<file path="src/rtl/i2c_wr_pkg.sv">
package i2c_wr_pkg;

    typedef enum logic [2:0] {
        ST_IDLE = 3'd0,
        ST_ADDR = 3'd1,
        ST_SUB  = 3'd2,
        ST_DATA = 3'd3,
        ST_SKIP = 3'd4
    } wr_state_e;

endpackage

</file>
<file path="src/rtl/i2c_wr_edge.sv">
module i2c_wr_edge (
    input  logic clk,
    input  logic rst_n,
    input  logic scl_i,
    input  logic sda_i,
    output logic scl_rise,
    output logic scl_fall,
    output logic start_det,
    output logic stop_det
);

    typedef struct packed {
        logic scl;
        logic sda;
    } line_t;

    line_t line_d, line_q;

    always_comb begin
        line_d.scl = scl_i;
        line_d.sda = sda_i;
    end

    always_ff @(posedge clk or negedge rst_n) begin
        if (!rst_n) line_q <= '{scl: 1'b1, sda: 1'b1};
        else        line_q <= line_d;
    end

    assign scl_rise  = !line_q.scl && scl_i;
    assign scl_fall  = line_q.scl && !scl_i;
    assign start_det = line_q.scl && scl_i && line_q.sda && !sda_i;
    assign stop_det  = line_q.scl && scl_i && !line_q.sda && sda_i;

endmodule

</file>
<file path="src/rtl/i2c_wr_len.sv">
module i2c_wr_len #(
    parameter logic [7:0] LONG_LO     = 8'h51,
    parameter logic [7:0] LONG_HI     = 8'h7F,
    parameter int         LONG_WORDS  = 5,
    parameter int         SHORT_WORDS = 1,
    parameter int         LEN_W       = 3
) (
    input  logic [7:0]       sub_i,
    output logic [LEN_W-1:0] words_o
);

    always_comb begin
        if (sub_i >= LONG_LO && sub_i <= LONG_HI) words_o = LEN_W'(LONG_WORDS);
        else                                      words_o = LEN_W'(SHORT_WORDS);
    end

endmodule

</file>
<file path="src/rtl/i2c_wr_fsm.sv">
module i2c_wr_fsm
    import i2c_wr_pkg::*;
#(
    parameter logic [6:0] DEV_ADDR    = 7'h1B,
    parameter int         WORD_BYTES  = 4,
    parameter int         SHORT_WORDS = 1,
    parameter int         DATA_W      = 160,
    parameter int         LEN_W       = 3,
    parameter int         CNT_W       = 5
) (
    input  logic              clk,
    input  logic              rst_n,
    input  logic              sda_i,
    input  logic              scl_rise,
    input  logic              scl_fall,
    input  logic              start_det,
    input  logic              stop_det,
    input  logic [LEN_W-1:0]  need_words,
    output logic [7:0]        sub_o,
    output logic              sda_oe,
    output logic              wr_en,
    output logic [7:0]        wr_addr,
    output logic [DATA_W-1:0] wr_data,
    output logic [LEN_W-1:0]  wr_len
);

    localparam int SHORT_BITS = SHORT_WORDS * WORD_BYTES * 8;

    typedef struct packed {
        wr_state_e         state;
        logic [3:0]        bitcnt;
        logic              ack_ph;
        logic              oe;
        logic [7:0]        shreg;
        logic [7:0]        sub;
        logic [CNT_W-1:0]  cnt;
        logic [DATA_W-1:0] acc;
        logic              we;
        logic [7:0]        waddr;
        logic [DATA_W-1:0] wdata;
        logic [LEN_W-1:0]  wlen;
    } fsm_t;

    fsm_t fsm_d, fsm_q;

    logic [CNT_W-1:0]  need_bytes;
    logic [DATA_W-1:0] acc_nx;

    assign need_bytes = CNT_W'(need_words * WORD_BYTES);
    assign acc_nx     = {fsm_q.acc[DATA_W-9:0], fsm_q.shreg};

    always_comb begin
        fsm_d    = fsm_q;
        fsm_d.we = 1'b0;
        if (start_det || stop_det) begin
            fsm_d.state  = start_det ? ST_ADDR : ST_IDLE;
            fsm_d.bitcnt = '0;
            fsm_d.ack_ph = 1'b0;
            fsm_d.oe     = 1'b0;
            fsm_d.cnt    = '0;
            fsm_d.acc    = '0;
        end else if (fsm_q.state == ST_ADDR || fsm_q.state == ST_SUB ||
                     fsm_q.state == ST_DATA) begin
            if (scl_rise && !fsm_q.ack_ph && fsm_q.bitcnt < 4'd8) begin
                fsm_d.shreg  = {fsm_q.shreg[6:0], sda_i};
                fsm_d.bitcnt = fsm_q.bitcnt + 4'd1;
            end else if (scl_fall && !fsm_q.ack_ph && fsm_q.bitcnt == 4'd8) begin
                fsm_d.ack_ph = 1'b1;
                fsm_d.oe     = (fsm_q.state != ST_ADDR) ||
                               (fsm_q.shreg[7:1] == DEV_ADDR);
            end else if (scl_fall && fsm_q.ack_ph) begin
                fsm_d.ack_ph = 1'b0;
                fsm_d.oe     = 1'b0;
                fsm_d.bitcnt = '0;
                case (fsm_q.state)
                    ST_ADDR: begin
                        if (fsm_q.shreg[7:1] != DEV_ADDR) fsm_d.state = ST_IDLE;
                        else if (fsm_q.shreg[0])          fsm_d.state = ST_SKIP;
                        else                              fsm_d.state = ST_SUB;
                    end
                    ST_SUB: begin
                        fsm_d.sub   = fsm_q.shreg;
                        fsm_d.cnt   = '0;
                        fsm_d.acc   = '0;
                        fsm_d.state = ST_DATA;
                    end
                    default: begin
                        if (fsm_q.cnt + 1'b1 == need_bytes) begin
                            fsm_d.we    = 1'b1;
                            fsm_d.waddr = fsm_q.sub;
                            fsm_d.wdata = acc_nx;
                            fsm_d.wlen  = need_words;
                            fsm_d.sub   = fsm_q.sub + 8'd1;
                            fsm_d.cnt   = '0;
                            fsm_d.acc   = '0;
                        end else begin
                            fsm_d.acc = acc_nx;
                            fsm_d.cnt = fsm_q.cnt + 1'b1;
                        end
                    end
                endcase
            end
        end
    end

    always_ff @(posedge clk or negedge rst_n) begin
        if (!rst_n) fsm_q <= '0;
        else        fsm_q <= fsm_d;
    end

    assign sub_o   = fsm_q.sub;
    assign sda_oe  = fsm_q.oe;
    assign wr_en   = fsm_q.we;
    assign wr_addr = fsm_q.waddr;
    assign wr_data = fsm_q.wdata;
    assign wr_len  = fsm_q.wlen;


    wr_pulse_chk: assert property (@(posedge clk) disable iff (!rst_n)
        fsm_q.we |=> !fsm_q.we);


    wr_at_ack_end_chk: assert property (@(posedge clk) disable iff (!rst_n)
        fsm_q.we |-> $past(scl_fall));


    stop_release_chk: assert property (@(posedge clk) disable iff (!rst_n)
        stop_det |=> !fsm_q.oe);


    ack_on_low_chk: assert property (@(posedge clk) disable iff (!rst_n)
        $rose(fsm_q.oe) |-> $past(scl_fall));


    short_pad_chk: assert property (@(posedge clk) disable iff (!rst_n)
        (fsm_q.we && fsm_q.wlen == LEN_W'(SHORT_WORDS)) |->
        fsm_q.wdata[DATA_W-1:SHORT_BITS] == '0);

endmodule

</file>
<file path="src/rtl/i2c_wr_slave.sv">
module i2c_wr_slave #(
    parameter logic [6:0] DEV_ADDR    = 7'h1B,
    parameter logic [7:0] LONG_LO     = 8'h51,
    parameter logic [7:0] LONG_HI     = 8'h7F,
    parameter int         WORD_BYTES  = 4,
    parameter int         LONG_WORDS  = 5,
    parameter int         SHORT_WORDS = 1,
    localparam int        DATA_W      = LONG_WORDS * WORD_BYTES * 8,
    localparam int        LEN_W       = $clog2(LONG_WORDS + 1)
) (
    input  logic              clk,
    input  logic              rst_n,
    input  logic              scl_i,
    input  logic              sda_i,
    output logic              sda_oe,
    output logic              wr_en,
    output logic [7:0]        wr_addr,
    output logic [DATA_W-1:0] wr_data,
    output logic [LEN_W-1:0]  wr_len
);

    localparam int CNT_W = $clog2(LONG_WORDS * WORD_BYTES + 1);

    logic             scl_rise, scl_fall, start_det, stop_det;
    logic [7:0]       cur_sub;
    logic [LEN_W-1:0] need_words;

    i2c_wr_edge i_edge (
        .clk       (clk),
        .rst_n     (rst_n),
        .scl_i     (scl_i),
        .sda_i     (sda_i),
        .scl_rise  (scl_rise),
        .scl_fall  (scl_fall),
        .start_det (start_det),
        .stop_det  (stop_det)
    );

    i2c_wr_len #(
        .LONG_LO     (LONG_LO),
        .LONG_HI     (LONG_HI),
        .LONG_WORDS  (LONG_WORDS),
        .SHORT_WORDS (SHORT_WORDS),
        .LEN_W       (LEN_W)
    ) i_len (
        .sub_i   (cur_sub),
        .words_o (need_words)
    );

    i2c_wr_fsm #(
        .DEV_ADDR    (DEV_ADDR),
        .WORD_BYTES  (WORD_BYTES),
        .SHORT_WORDS (SHORT_WORDS),
        .DATA_W      (DATA_W),
        .LEN_W       (LEN_W),
        .CNT_W       (CNT_W)
    ) i_fsm (
        .clk        (clk),
        .rst_n      (rst_n),
        .sda_i      (sda_i),
        .scl_rise   (scl_rise),
        .scl_fall   (scl_fall),
        .start_det  (start_det),
        .stop_det   (stop_det),
        .need_words (need_words),
        .sub_o      (cur_sub),
        .sda_oe     (sda_oe),
        .wr_en      (wr_en),
        .wr_addr    (wr_addr),
        .wr_data    (wr_data),
        .wr_len     (wr_len)
    );

endmodule

</file>
<file path="config.mk">
export PLATFORM = sky130hd
export DESIGN_NAME = i2c_wr_slave
export DESIGN_NICKNAME = d
export VERILOG_FILES = /design/src/rtl/i2c_wr_pkg.sv /design/src/rtl/i2c_wr_edge.sv /design/src/rtl/i2c_wr_len.sv /design/src/rtl/i2c_wr_fsm.sv /design/src/rtl/i2c_wr_slave.sv
export SDC_FILE = /design/constraint.sdc
export NUM_CORES = 1
export LEC_CHECK = 0
export ABC_AREA = 1
export BUFFER_PORTS_ARGS = -buffer_cell sky130_fd_sc_hd__buf_2
export CAP_MARGIN = 0
export CORE_MARGIN = 5
export CORE_UTILIZATION = 40
export DETAILED_ROUTE_END_ITERATION = 10
export GPL_TIMING_DRIVEN = 0
export MAX_ROUTING_LAYER = met4
export PLACE_DENSITY = 0.56
export SETUP_SLACK_MARGIN = 0.4
export SYNTH_ARGS = -nofsm -noshare
export SYNTH_HDL_FRONTEND = slang
export SYNTH_SLANG_ARGS = --single-unit
</file>
<file path="constraint.sdc">
create_clock -name clk -period 2.8 [get_ports clk]
set_clock_uncertainty 0.05 [all_clocks]
set_input_delay 0.14 -clock clk [delete_from_list [all_inputs] [get_ports clk]]
set_output_delay 0.14 -clock clk [all_outputs]
set_load 0.01 [all_outputs]
</file>
## Word-level counts from Yosys, hierarchy flattened

Index checks and enable logic that the tools add are counted.
Widths: inputs -> output; s select.

| storage, ports and cells | value |
|---|---|
| bits in registers | 356 |
| bits in writable memories | 0 |
| memory bits (read-only) | 0 |
| input port bits | 4 |
| memories kept | 0 |
| output and inout bits | 173 |
| bits in latches | 0 |

| cells by class | value |
|---|---|
| reduce and logical (&&, ||, !) cells | 36 |
| bitwise operators | 5 |
| $mul | 0 |
| add/subtract/negate cells | 3 |
| shifts and indexed selects | 0 |
| div/mod/pow operators | 0 |
| muxes and demuxes | 24 |
| eq/ne operators | 12 |
| $lt $le $gt $ge | 3 |

Operators with widths:

| operator | count |
|---|---|
| $mux 345 | 3 |
| $mux 172 | 3 |
| $mux 362 | 1 |
| $pmux 173 s2 | 1 |
| $mux 165 | 2 |
| $mux 9 | 2 |
| $mux 8 | 2 |
| $reduce_and 7->1 | 2 |
| $logic_and 1x1->1 | 13 |
| $mux 3 | 4 |
| $reduce_and 5->1 | 2 |
| $reduce_and 3->1 | 3 |
| $reduce_bool 3->1 | 3 |
| $add 8x1->8 const B | 1 |
| $ge 8x7->1 const B | 1 |
| $le 8x7->1 const B | 1 |
| $eq 7x5->1 const B | 1 |
| $mux 7 | 1 |
| $ne 7x5->1 const B | 1 |
| $eq 3x2->1 const B | 2 |
| $ne 2x1->1 const B | 3 |
| $ne 3x1->1 const B | 2 |
| $pmux 3 s2 | 1 |
| $reduce_bool 2->1 | 3 |
| other kinds (13) | 25 |

## Logic depth before layout (Yosys ltp)

Gate-level depths: netlist of the first run.

| depth | value |
|---|---|
| depth in word-level cells | 11 |
| depth in mapped cells | 15 |

## Cells and area by module

Synthesis of the first run repeated with hierarchy kept, for this count alone.

| unflattened totals | value |
|---|---|
| cell total of the unflattened synthesis | 1,823 |
| area total of the unflattened synthesis | 15,871.5 µm² |

By module, submodules not included:

| module | cells each | seq. area each (µm²) | instances | area each (µm²) |
|---|---|---|---|---|
| i2c_wr_fsm | 1,798 | 8,858.5 | 1 | 15,720.1 |
| i2c_wr_edge | 13 | 52.6 | 1 | 93.8 |
| i2c_wr_len | 12 | 0.0 | 1 | 57.6 |

## Worst setup path after synthesis of the first run

OpenSTA, ideal clock, no wires.

| path | value |
|---|---|
| path kind | register to register |
| start point | register i_fsm.fsm_q (netlist bit i_fsm.sub_o[0]) |
| end point | register i_fsm.fsm_q (netlist bit i_fsm.acc_nx[29]) |
| stages on the path, launching flop included | 15 |
| path buffers | 2 |
| path slack | 0.921 ns |
| data required time | 2.684 ns |
| arrival time | 1.763 ns |
| library setup time | 0.066 ns |
| cells stage by stage | dfrtp_1 inv_1 ha_1 inv_1 nor2_1 nand2_1 nand2_1 nand2_1 nand2_1 nand2_1 nand3_1 clkbuf_1 clkbuf_1 nand4_1 nand2_1 |

| between the ends | value |
|---|---|
| cells in the longest elaborated chain, start to end | 11 |
| elaborated cells between the ends (all ways) | 12 |
| those cells by class | order compare (2); eq/ne (1); mux (8); reduce/logical (1) |

Ends and longest elaborated chain:

| element | RTL line | text |
|---|---|---|
| start: declaration | i2c_wr_fsm.sv:44 | `fsm_t fsm_d, fsm_q;` |
| start signal: assignment | i2c_wr_fsm.sv:108 | `else fsm_q <= fsm_d;` |
| $ge 8x7->1 / $le 8x7->1 (equally long branches) | i2c_wr_len.sv:13 | `if (sub_i >= LONG_LO && sub_i <= LONG_HI) words_o = LEN_W'(LONG_WORDS);` |
| $logic_and 1x1->1 (*) | i2c_wr_len.sv:13 |  |
| $mux 3 (*) | i2c_wr_len.sv:13 |  |
| $eq 5x5->1 (*) | i2c_wr_fsm.sv:88 | `if (fsm_q.cnt + 1'b1 == need_bytes) begin` |
| $mux 165 (*) | i2c_wr_fsm.sv:88 |  |
| $pmux 173 s2 (*) | i2c_wr_fsm.sv:75 | `case (fsm_q.state)` |
| $mux 345 (*) | i2c_wr_fsm.sv:71 | `end else if (scl_fall && fsm_q.ack_ph) begin` |
| $mux 345 (*) | i2c_wr_fsm.sv:67 | `end else if (scl_fall && !fsm_q.ack_ph && fsm_q.bitcnt == 4'd8) begin` |
| $mux 345 (*) | i2c_wr_fsm.sv:64 | `if (scl_rise && !fsm_q.ack_ph && fsm_q.bitcnt < 4'd8) begin` |
| $mux 362 (*) | i2c_wr_fsm.sv:62 | `end else if (fsm_q.state == ST_ADDR \|\| fsm_q.state == ST_SUB \|\|` |
| $mux 165 (*) | i2c_wr_fsm.sv:55 | `if (start_det \|\| stop_det) begin` |

Every way passes the cells marked *; elsewhere a longest branch is shown, timed or not. The select of a mux whose other input is x is not followed.
A chain may end at the register's enable or synchronous reset.

## Final worst setup path of the first run

| path | value |
|---|---|
| start point | register i_edge.line_q[0] (netlist name) |
| end point | register i_fsm.fsm_q (netlist bit i_fsm.acc_nx[89]) |

| between the ends | value |
|---|---|
| cells in the longest elaborated chain, start to end | 6 |
| elaborated cells between the ends (all ways) | 13 |
| those cells by class | eq/ne (3); mux (1); reduce/logical (9) |

Ends and longest elaborated chain:

| element | RTL line | text |
|---|---|---|
| start: declaration | i2c_wr_edge.sv:17 | `line_t line_d, line_q;` |
| start signal: assignment | i2c_wr_edge.sv:25 | `if (!rst_n) line_q <= '{scl: 1'b1, sda: 1'b1};` |
| start signal: assignment | i2c_wr_edge.sv:26 | `else line_q <= line_d;` |
| $logic_not 1->1 | i2c_wr_edge.sv:32 | `assign stop_det = line_q.scl && scl_i && !line_q.sda && sda_i;` |
| $logic_and 1x1->1 (2 in series) | i2c_wr_edge.sv:32 |  |
| $logic_or 1x1->1 (*) | i2c_wr_fsm.sv:55 |  |
| $ne 2x1->1 (no source line) / $reduce_bool 2->1 (equally long branches) | - |  |
| $reduce_and 5->1 (no source line) | - |  |

Every way passes the cells marked *; elsewhere a longest branch is shown, timed or not.

==> results of run 1 <==
stage by stage:
step,worst slack [ns],instances,area (sq um),setup TNS (ns),hold slack (ns)
detailed placement,0.08649,2919,18940,0,-0.1179
finish,0.5480,3003,20420,0,0.1726
CTS,0.4439,2998,20350,0,0.2079
floorplan,0.9208,2156,17240,0,-0.2056
global route,0.3927,3003,20420,0,0.2206
global placement,-5.481,2916,18850,-1924.43,0.2089
final timing paths:
check                                                  from                        endpoint  cells past startpoint
max in group asynchronous                             rst_n    i_fsm.fsm_q[334]$_DFFE_PN0P_                      4
worst min-delay path                                  rst_n  i_fsm.wr_data[152]$_DFFE_PN0P_                      3
worst max register to register   i_edge.line_q[0]$_DFF_PN1_    i_fsm.acc_nx[89]$_DFFE_PN0P_                      8
min in group clk                                      sda_i      i_edge.line_q[0]$_DFF_PN1_                      2
worst max-delay path             i_edge.line_q[0]$_DFF_PN1_    i_fsm.acc_nx[89]$_DFFE_PN0P_                      8
worst min register to register  i_fsm.wr_len[0]$_DFFE_PN0P_     i_fsm.wr_len[0]$_DFFE_PN0P_                      1
registers in the layout, summed over array words and instances, names as in the netlist:
register       count
i_fsm.wr_data    160
i_fsm.acc_nx     160
i_edge.line_q      2
i_fsm.sub_o        8
i_fsm.wr_en        1
i_fsm.fsm_q       13
i_fsm.sda_oe       1
i_fsm.wr_len       2
i_fsm.wr_addr      8
layer usage:
layer  GRT usage, %  share of wire, %  up-vias
met5              -                 0        -
met4          4.677               1.9        0
met3          3.387               4.6       63
met2          29.45                46      299
met1          26.09                48     6720
li1               -                 -     7253
worst max-delay path: cells and delay by family (launching register included):
kind,cells,cell delay (ns)
DFF,1,0.53
and+or+nand+nor,5,0.80
buffers and inverters,3,0.80
cell usage in the layout (no fill, tap or decap), types with 8 or more instances in the layout:
master	instances
clkbuf_8	9
nand4_1	159
nor2_1	17
nand3_1	23
o21ai_0	41
clkbuf_2	12
buf_1	24
dfrtp_1	352
inv_1	31
clkinv_2	8
clkbuf_1	58
buf_2	227
clkbuf_16	43
buf_4	191
a21oi_1	158
nand2_1	1011
power groups by stage:
stage / Combinational [mW] / Sequential, mW / Clock (mW)
2_1_floorplan: 0.162 / 5.31 / 0
3_3_place_gp: 0.332 / 5.32 / 0
3_5_place_dp: 0.359 / 5.32 / 0
4_1_cts: 0.366 / 5.23 / 5.51
5_1_grt: 0.413 / 5.23 / 5.72
6_report: 0.355 / 5.23 / 5.36
layout make-up:
cell class / count / area [sq um] / area share, %
tap: 585 / 732.0 / 3.585
clock buffer: 63 / 1241 / 6.080
timing repair buffer: 185 / 1031 / 5.050
sequential: 355 / 8887 / 43.53
buffer: 329 / 2056 / 10.07
multi-input combinational: 1436 / 6211 / 30.42
antenna: 2 / 5.005 / 0.02451
inverter: 36 / 135.1 / 0.6619
clock inverter: 12 / 117.6 / 0.5761
repair_timing:
action	CTS	global route
hold endpoints to repair	239	0
pin swaps	0	1
gates resized for setup	3	30
setup endpoints to repair	140	215
cloned	0	0
hold buffers	4	0
buffers inserted	0	3
logic make-up (layout without fill, tap and decap cells):
family	Yosys count	in the layout	synth area share, %
simple gates	1221	1221	29.30
xor+xnor	3	3	0.1524
buf+inv	365	625	12.48
fa+ha+maj	7	7	0.5079
flops	355	355	51.53
other cells	1	3	0.02175
compound gates	204	204	6.008
==> summary.txt, run 1 <==
Clock tree
  • CTS Sinks: 355
  • Reg clk slew, reported paths: 0.06 ns
  • Longest Clk Path Bufs: 3
  • H-tree Lvls: 2
  • CTS Buf Count: 41
  • CTS tree: built
  • CTS Root Cell: clkbuf_16
  • Worst-skew pair later-pin latency: 0.55 ns

GRT
  • First-pass GRT wire length: 72.25 mm
  • Initial antenna violation count: 3
  • Overflow left after global routing: 0
  • Vias in the first global route: 14.03k
  • GRT Resource Usage Total: 18.96%
  • Largest net degree at the start of global routing: 120

Synth
  • Top-area cell type share of the netlist area: 51.23%
  • Synth area leaders: dfrtp_1 51%, nand2_1 22%, buf_4 8.3%
  • Register area share after synthesis: 51.53%
  • Top-count cell post-synth: nand2_1
  • Syn nets: 2,167
  • Largest area contributor in the synthesized netlist: dfrtp_1
  • Synth Warn #: 0
  • EDFF count, synth: 0
  • Post-synthesis cell area: 17,240 sq um
  • Synth top cells by count: 1,012 x nand2_1, 353 x dfrtp_1, 190 x buf_4
  • Most used DFF post-synth: dfrtp_1
  • Avg Inst Size Synth: 7.998 sq um
  • Synth unique cells: 30
  • Asr flop ratio synth: 100.0%
  • Yosys reg bits: 355
  • Synthesized instance count: 2,156

STA
  • RSZ-0062 raised after global routing: yes
  • Tightest Pin Transition: 0.7601 ns
  • Final min period: 2.252 ns
  • Final setup fails: 0
  • Slew Viols, Final: 0
  • Fmax: 444.0 MHz
  • Final Hold Viols: 0
  • Rel. slew slack: 49.33%
  • Tcrit/Tclk final: 80.43%

Drt
  • WL per Instance: 14.66 um
  • Antenna Nets Post-Route: 0
  • Post-detailed-routing wire length: 44.04 mm
  • TritonRoute pass-1 iters: 5
  • Drt drc: 0
  • Via count: 14.34k
  • Vias per cell: 4.774
  • Iter 0 DRT Violations: 885

Floorplanning
  • Site row count: 76
  • DIE AREA: 47,360 sq um
  • Initial core utilization: 40.21%
  • Core Area: 42,890 sq um
  • Die extent in y: 217.6 um
  • Die X: 217.6 um
  • I/O pins: 177

Place
  • RD Place Congestion: 0.8683
  • DPL Wire Length: 30.43 mm
  • # port buffers: 175

Worst setup path
  • Worst path most repeated cell: nand2_1
  • Worst setup SP type: register
  • Slowest library cell on the worst path: dfstp_2
  • R2r setup slk: 0.55 ns
  • Critical Setup Path Class: register to register
  • Max incr delay on CP: 0.53 ns
  • CP cell instances: nor3_1, nor2_2, nand2_1, inv_2, buf_2, buf_1, nand2_1, nand2_1
  • CP required: 3.24 ns
  • Crit end category: register
  • Worst EP arrival: 2.69 ns
  • Worst-path fanout max: 10

Power and ir drop
  • Sw frac: 22.41%
  • Switching power total: 2.453 mW
  • Peak VDD IR: 0.3025 mV
  • Total power: 10.94 mW
  • Clk network pwr share: 49.0%
  • Pint: 8.491 mW
  • Power density cells: 536.1 nW/um^2
  • Logic pwr share: 3.2%
  • Lkg Pwr: 11.24 nW
  • Seq pwr share: 47.8%

Final layout
  • Area growth, synth to finish: 18.39%
  • Fillers: 4,325
  • Fin util: 47.60%
  • Layout cell share with drive strength beyond 1: 21.48%
  • Nets@finish: 2,395

Run status
  • Status: completed

Worst hold path
  • Hold/Removal Path Class: primary input to asynchronous set/reset pin

Flow run
  • MaxCap Viol Count: 0
Note: power is estimated with default switching activity, not from simulation.
==> run 2: changes to the inputs <==
PLACE_DENSITY = 0.58   (was 0.56)
clock period = 1.9 ns   (was 2.8 ns; I/O delays follow)
==> summary.txt, run 2 (same netlist as run 1, synthesis figures left out) <==
Run status
  • Status: finished with violations
  • Failing checks: hold timing, setup timing

Clock tree
  • CTS Root Cell: clkbuf_16
  • H-tree Lvls: 2
  • CTS tree: built
  • Worst-skew pair later-pin latency: 0.55 ns
  • CTS Sinks: 355
  • CTS Buf Count: 39
  • Longest Clk Path Bufs: 3
  • Reg clk slew, reported paths: 0.06 ns

Place
  • DPL Wire Length: 30.77 mm
  • RD Place Congestion: 0.8656
  • # port buffers: 175
  • Pre-CTS worst setup slack: -0.3938 ns
  • Area after DPL: 19,060 sq um

Worst setup path
  • Slowest library cell on the worst path: dfstp_2
  • R2r setup slk: -0.20 ns
  • Worst EP arrival: 2.48 ns
  • Max incr delay on CP: 0.54 ns
  • Worst setup SP type: register
  • Crit end category: register
  • CP delay by family, top: buffers and inverters
  • Critical Setup Path Class: register to register
  • CP required: 2.28 ns
  • Worst-path fanout max: 5
  • CP cell instances: nand2_1, inv_2, nand2_4, nor2_4, inv_2, nor2_4, nand4_4, buf_6, clkbuf_16, clkbuf_16, nand2_1, nand2_1
  • Worst path most repeated cell: nand2_1
  • Crit path buf inv count: 5

Floorplanning
  • I/O pins: 177
  • DIE AREA: 47,360 sq um
  • Initial core utilization: 40.21%
  • Site row count: 76
  • Die X: 217.6 um
  • Die extent in y: 217.6 um
  • Core Area: 42,890 sq um

Final layout
  • Layout cell share with drive strength beyond 1: 31.08%
  • Most frequent cells in the layout: 871 x nand2_1, 352 x dfrtp_1, 207 x buf_4
  • Commonest non-fill, non-tap cell in the layout: nand2_1
  • Area growth, synth to finish: 27.69%
  • Nets@finish: 2,428
  • Fin area: 22,020 sq um

Power and ir drop
  • Total power: 16.00 mW
  • Power density cells: 726.8 nW/um^2
  • Peak VDD IR: 0.7180 mV
  • Lkg Pwr: 11.93 nW

Drt
  • Antenna Nets Post-Route: 0
  • Vias per cell: 4.861
  • Post-detailed-routing wire length: 46.30 mm
  • Via count: 14.72k
  • Drt drc: 0
  • Iter 0 DRT Violations: 1,092
  • WL per Instance: 15.29 um
  • TritonRoute pass-1 iters: 5

STA
  • Setup TNS: -38.53 ns
  • Worst setup margin: -0.1998 ns
  • Fmax: 476.2 MHz
  • Rel. slew slack: 45.71%
  • RSZ-0062 raised after global routing: yes
  • Tcrit/Tclk final: 110.5%
  • Final setup fails: 324
  • Final min period: 2.100 ns
  • Slew Viols, Final: 0
  • Tightest Pin Transition: 0.8143 ns
  • Final Hold Viols: 101
  • WHS: -0.4478 ns

GRT
  • Vias in the first global route: 14.37k
  • First-pass GRT wire length: 74.13 mm
  • GRT Resource Usage Total: 19.47%
  • Largest net degree at the start of global routing: 105
  • Overflow left after global routing: 0
  • Initial antenna violation count: 1

Worst hold path
  • Hold/Removal Path Class: primary input to asynchronous set/reset pin

Flow run
  • MaxCap Viol Count: 0
## run 2: cell type report
class / instances / area, sq um
timing repair buffer: 220 / 1633
fill: 4136 / 20870
clock buffer: 50 / 1107
multi-input combinational: 1436 / 6832
tap: 585 / 732.0
sequential: 355 / 8887
buffer: 329 / 2499
clock inverter: 16 / 186.4
antenna: 1 / 2.502
inverter: 36 / 140.1
## run 2: per-layer routing
| metal | vias to the layer above | global-route usage (%) | routed length, um |
|---|---|---|---|
| met2 | 347 | 30.86 | 22210 |
| met5 | - | - | 0 |
| met3 | 71 | 2.791 | 1890 |
| met1 | 7003 | 26.41 | 21020 |
| li1 | 7298 | - | - |
| met4 | 0 | 5.540 | 1181 |
## run 2: worst reg2reg max path: cells and delay by family (launching register included)
kind	cells	cell delay (ns)
buffers and inverters	5	0.72
AND/OR/NAND/NOR	7	0.69
flip-flops	1	0.54
## run 2: worst paths after layout
kind | cells after the start | start | endpoint
max in group asynchronous | 3 | rst_n | i_fsm.wr_data[159]$_DFFE_PN0P_
max | 12 | i_edge.line_q[1]$_DFF_PN1_ | i_fsm.wr_data[93]$_DFFE_PN0P_
min | 1 | rst_n | i_fsm.wr_data[152]$_DFFE_PN0P_
min reg2reg | 2 | i_fsm.wr_data[84]$_DFFE_PN0P_ | i_fsm.wr_data[84]$_DFFE_PN0P_
max reg2reg | 12 | i_edge.line_q[1]$_DFF_PN1_ | i_fsm.wr_data[93]$_DFFE_PN0P_
min in group clk | 5 | scl_i | i_fsm.fsm_q[357]$_DFFE_PN0P_
## run 2: metrics by stage
| step | utilization, % | hold slack [ns] | std cells |
|---|---|---|---|
| 2_1_floorplan | - | -0.2506 | 2156 |
| 3_3_place_gp | 44.23 | 0.1639 | 2916 |
| 3_5_place_dp | 44.45 | 0.1636 | 2919 |
| 4_1_cts | 48.71 | -0.4382 | 3001 |
| 5_1_grt | 51.34 | -0.3881 | 3028 |
| 6_report | 51.34 | -0.4478 | 3028 |
## run 2: power breakdown
part           internal (mW)  leakage [nW]  switching, mW
Combinational          0.122          6.33          0.435
Sequential              7.63          4.95         0.0815
Clock                   4.64         0.648           3.10
## run 2: repair_timing
| action | in CTS | in global routing |
|---|---|---|
| pin swaps | 3 | 87 |
| gates cloned | 1 | 17 |
| hold buffers | 1 | 1 |
| setup buffers | 14 | 8 |
| gates resized for setup | 138 | 236 |
| endpoints found under the hold margin | 105 | 101 |
| setup endpoints to repair | 353 | 353 |
==> run 3: changes to the inputs <==
PLACE_DENSITY = 0.54   (was 0.58)
clock period = 2.3 ns   (was 1.9 ns; I/O delays follow)
==> summary.txt, run 3 (same netlist as run 1, synthesis figures left out) <==
Floorplanning
  • Die extent in y: 217.6 um
  • Initial core utilization: 40.21%
  • Die X: 217.6 um
  • Core Area: 42,890 sq um
  • Site row count: 76
  • DIE AREA: 47,360 sq um
  • I/O pins: 177

Worst setup path
  • Crit end category: register
  • Worst-path fanout max: 7
  • CP cell instances: inv_2, ha_1, inv_1, nor2_1, nand2_1, nand2_1, nand2_2, nand2_2, nand2_2, nand4_4, clkinv_4, buf_6, buf_12, clkbuf_16, nand2_2, nand2_1
  • Start of the worst register-to-register path: i_fsm.sub_o[0]$_DFFE_PN0P_
  • Max incr delay on CP: 0.42 ns
  • Worst path most repeated cell: nand2_2
  • Worst R2R Path Depth: 16
  • Worst setup SP type: register
  • CP required: 2.70 ns
  • R2r setup slk: 0.25 ns
  • Slowest library cell on the worst path: dfrtp_2
  • Critical Setup Path Class: register to register
  • Worst r2r dst: i_fsm.wr_data[54]$_DFFE_PN0P_
  • Worst EP arrival: 2.45 ns

STA
  • Slew Viols, Final: 0
  • Rel. slew slack: 62.66%
  • Fmax: 486.9 MHz
  • RSZ-0062 raised after global routing: yes
  • Final Hold Viols: 0
  • WHS: 0.01149 ns
  • Final setup fails: 0
  • Tcrit/Tclk final: 89.29%
  • Tightest Pin Transition: 0.5549 ns
  • Final min period: 2.054 ns
  • Setup TNS: 0 ns

Clock tree
  • CTS Sinks: 355
  • CTS Root Cell: clkbuf_16
  • Worst-skew pair later-pin latency: 0.56 ns
  • H-tree Lvls: 2
  • Longest Clk Path Bufs: 3
  • CTS tree: built
  • Reg clk slew, reported paths: 0.06 ns
  • CTS Buf Count: 41

Power and ir drop
  • Power density cells: 608.0 nW/um^2
  • Lkg Pwr: 11.92 nW
  • Peak VDD IR: 0.5055 mV

Drt
  • Vias per cell: 4.795
  • Via count: 14.58k
  • Iter 0 DRT Violations: 911
  • Drt drc: 0
  • TritonRoute pass-1 iters: 5
  • Antenna Nets Post-Route: 0
  • WL per Instance: 15.23 um
  • Post-detailed-routing wire length: 46.31 mm

GRT
  • Initial antenna violation count: 2
  • Overflow left after global routing: 0
  • Vias in the first global route: 14.42k
  • First-pass GRT wire length: 74.59 mm
  • GRT Resource Usage Total: 19.65%
  • Largest net degree at the start of global routing: 81

Final layout
  • Layout cell share with drive strength beyond 1: 29.87%
  • Final Non-Filler Cells: 3,041
  • Area growth, synth to finish: 26.43%
  • Nets@finish: 2,439
  • Most frequent cells in the layout: 929 x nand2_1, 350 x dfrtp_1, 225 x buf_4
  • Commonest non-fill, non-tap cell in the layout: nand2_1

Place
  • DPL Wire Length: 30.88 mm
  • RD Place Congestion: 0.8617
  • # port buffers: 175
  • Placed cell count: 2,920

Run status
  • Status: completed

Flow run
  • MaxCap Viol Count: 0

Worst hold path
  • Hold/Removal Path Class: primary input to asynchronous set/reset pin
-- run 3: changes by cell type in the layout (fill, tap and decap cells not counted), sizes merged --
| cell | before | now |
|---|---|---|
| clkinv | 11 | 8 |
| buf | 476 | 492 |
| clkbuf | 121 | 123 |
| clkinvlp | 1 | 0 |
| diode | 1 | 2 |
| bufinv | 4 | 1 |
| dlygate4sd3 | 2 | 3 |
-- run 3: repair_timing --
action                     in CTS  in global routing
resized for setup             198                159
setup endpoints to repair     352                346
hold endpoints to repair      138                  0
hold buffers                    3                  0
pin swaps                       7                 16
gates cloned                    4                  8
setup buffers                  29                  6
-- run 3: worst max-delay path by stage --
stage,from,endpoint,depth (start not counted)
finish,i_fsm.sub_o[0]$_DFFE_PN0P_,i_fsm.wr_data[54]$_DFFE_PN0P_,16
global route,i_fsm.sub_o[0]$_DFFE_PN0P_,i_fsm.wr_data[62]$_DFFE_PN0P_,15
CTS,i_fsm.fsm_q[358]$_DFFE_PN0P_,i_fsm.acc_nx[6]$_DFFE_PN0P_,5
detailed placement,i_fsm.sub_o[0]$_DFFE_PN0P_,i_fsm.acc_nx[75]$_DFFE_PN0P_,14
global placement,rst_n,i_fsm.wr_data[75]$_DFFE_PN0P_,1
floorplan,i_fsm.sub_o[0]$_DFFE_PN0P_,i_fsm.acc_nx[29]$_DFFE_PN0P_,14
-- run 3: critical path, delay by kind of cell, from the launching register on --
family / cells / cell delay, ns
buf+inv: 6 / 0.64
simple gates: 9 / 0.69
flops: 1 / 0.42
fa+ha+maj: 1 / 0.13
-- run 3: layer usage --
metal | track usage (%) | up-vias | share of wire, %
li1 | - | 7317 | -
met1 | 26.80 | 6941 | 47
met2 | 31.05 | 269 | 47
met3 | 2.846 | 55 | 3.9
met4 | 5.393 | 0 | 2.1
met5 | - | - | 0
-- run 3: final cells by class --
type | count | area (sq um)
tap | 585 | 732.0
buffer | 329 | 2484
antenna | 2 | 5.005
clock buffer | 60 | 1230
clock inverter | 9 | 80.08
sequential | 355 | 8890
multi-input combinational | 1436 | 6628
timing repair buffer | 229 | 1613
fill | 4248 | 21090
inverter | 36 | 140.1
-- run 3: stage by stage --
stage | setup slack, ns | util, % | power [mW] | cell area, sq um
6_report | 0.2462 | 50.83 | 13.26 | 21800
5_1_grt | 0.1478 | 50.83 | 13.77 | 21800
4_1_cts | 0.2912 | 49.28 | 13.44 | 21130
3_5_place_dp | -0.3842 | 44.24 | 6.924 | 18970
3_3_place_gp | -5.991 | 43.96 | 6.889 | 18850
2_1_floorplan | 0.4208 | - | 6.658 | 17240
-- run 3: report_power, final --
part           total, mW  internal, mW  switching (mW)
Sequential          6.37          6.30          0.0680
Combinational      0.472         0.111           0.361
Clock               6.41          3.80            2.61
Total               13.3          10.2            3.04
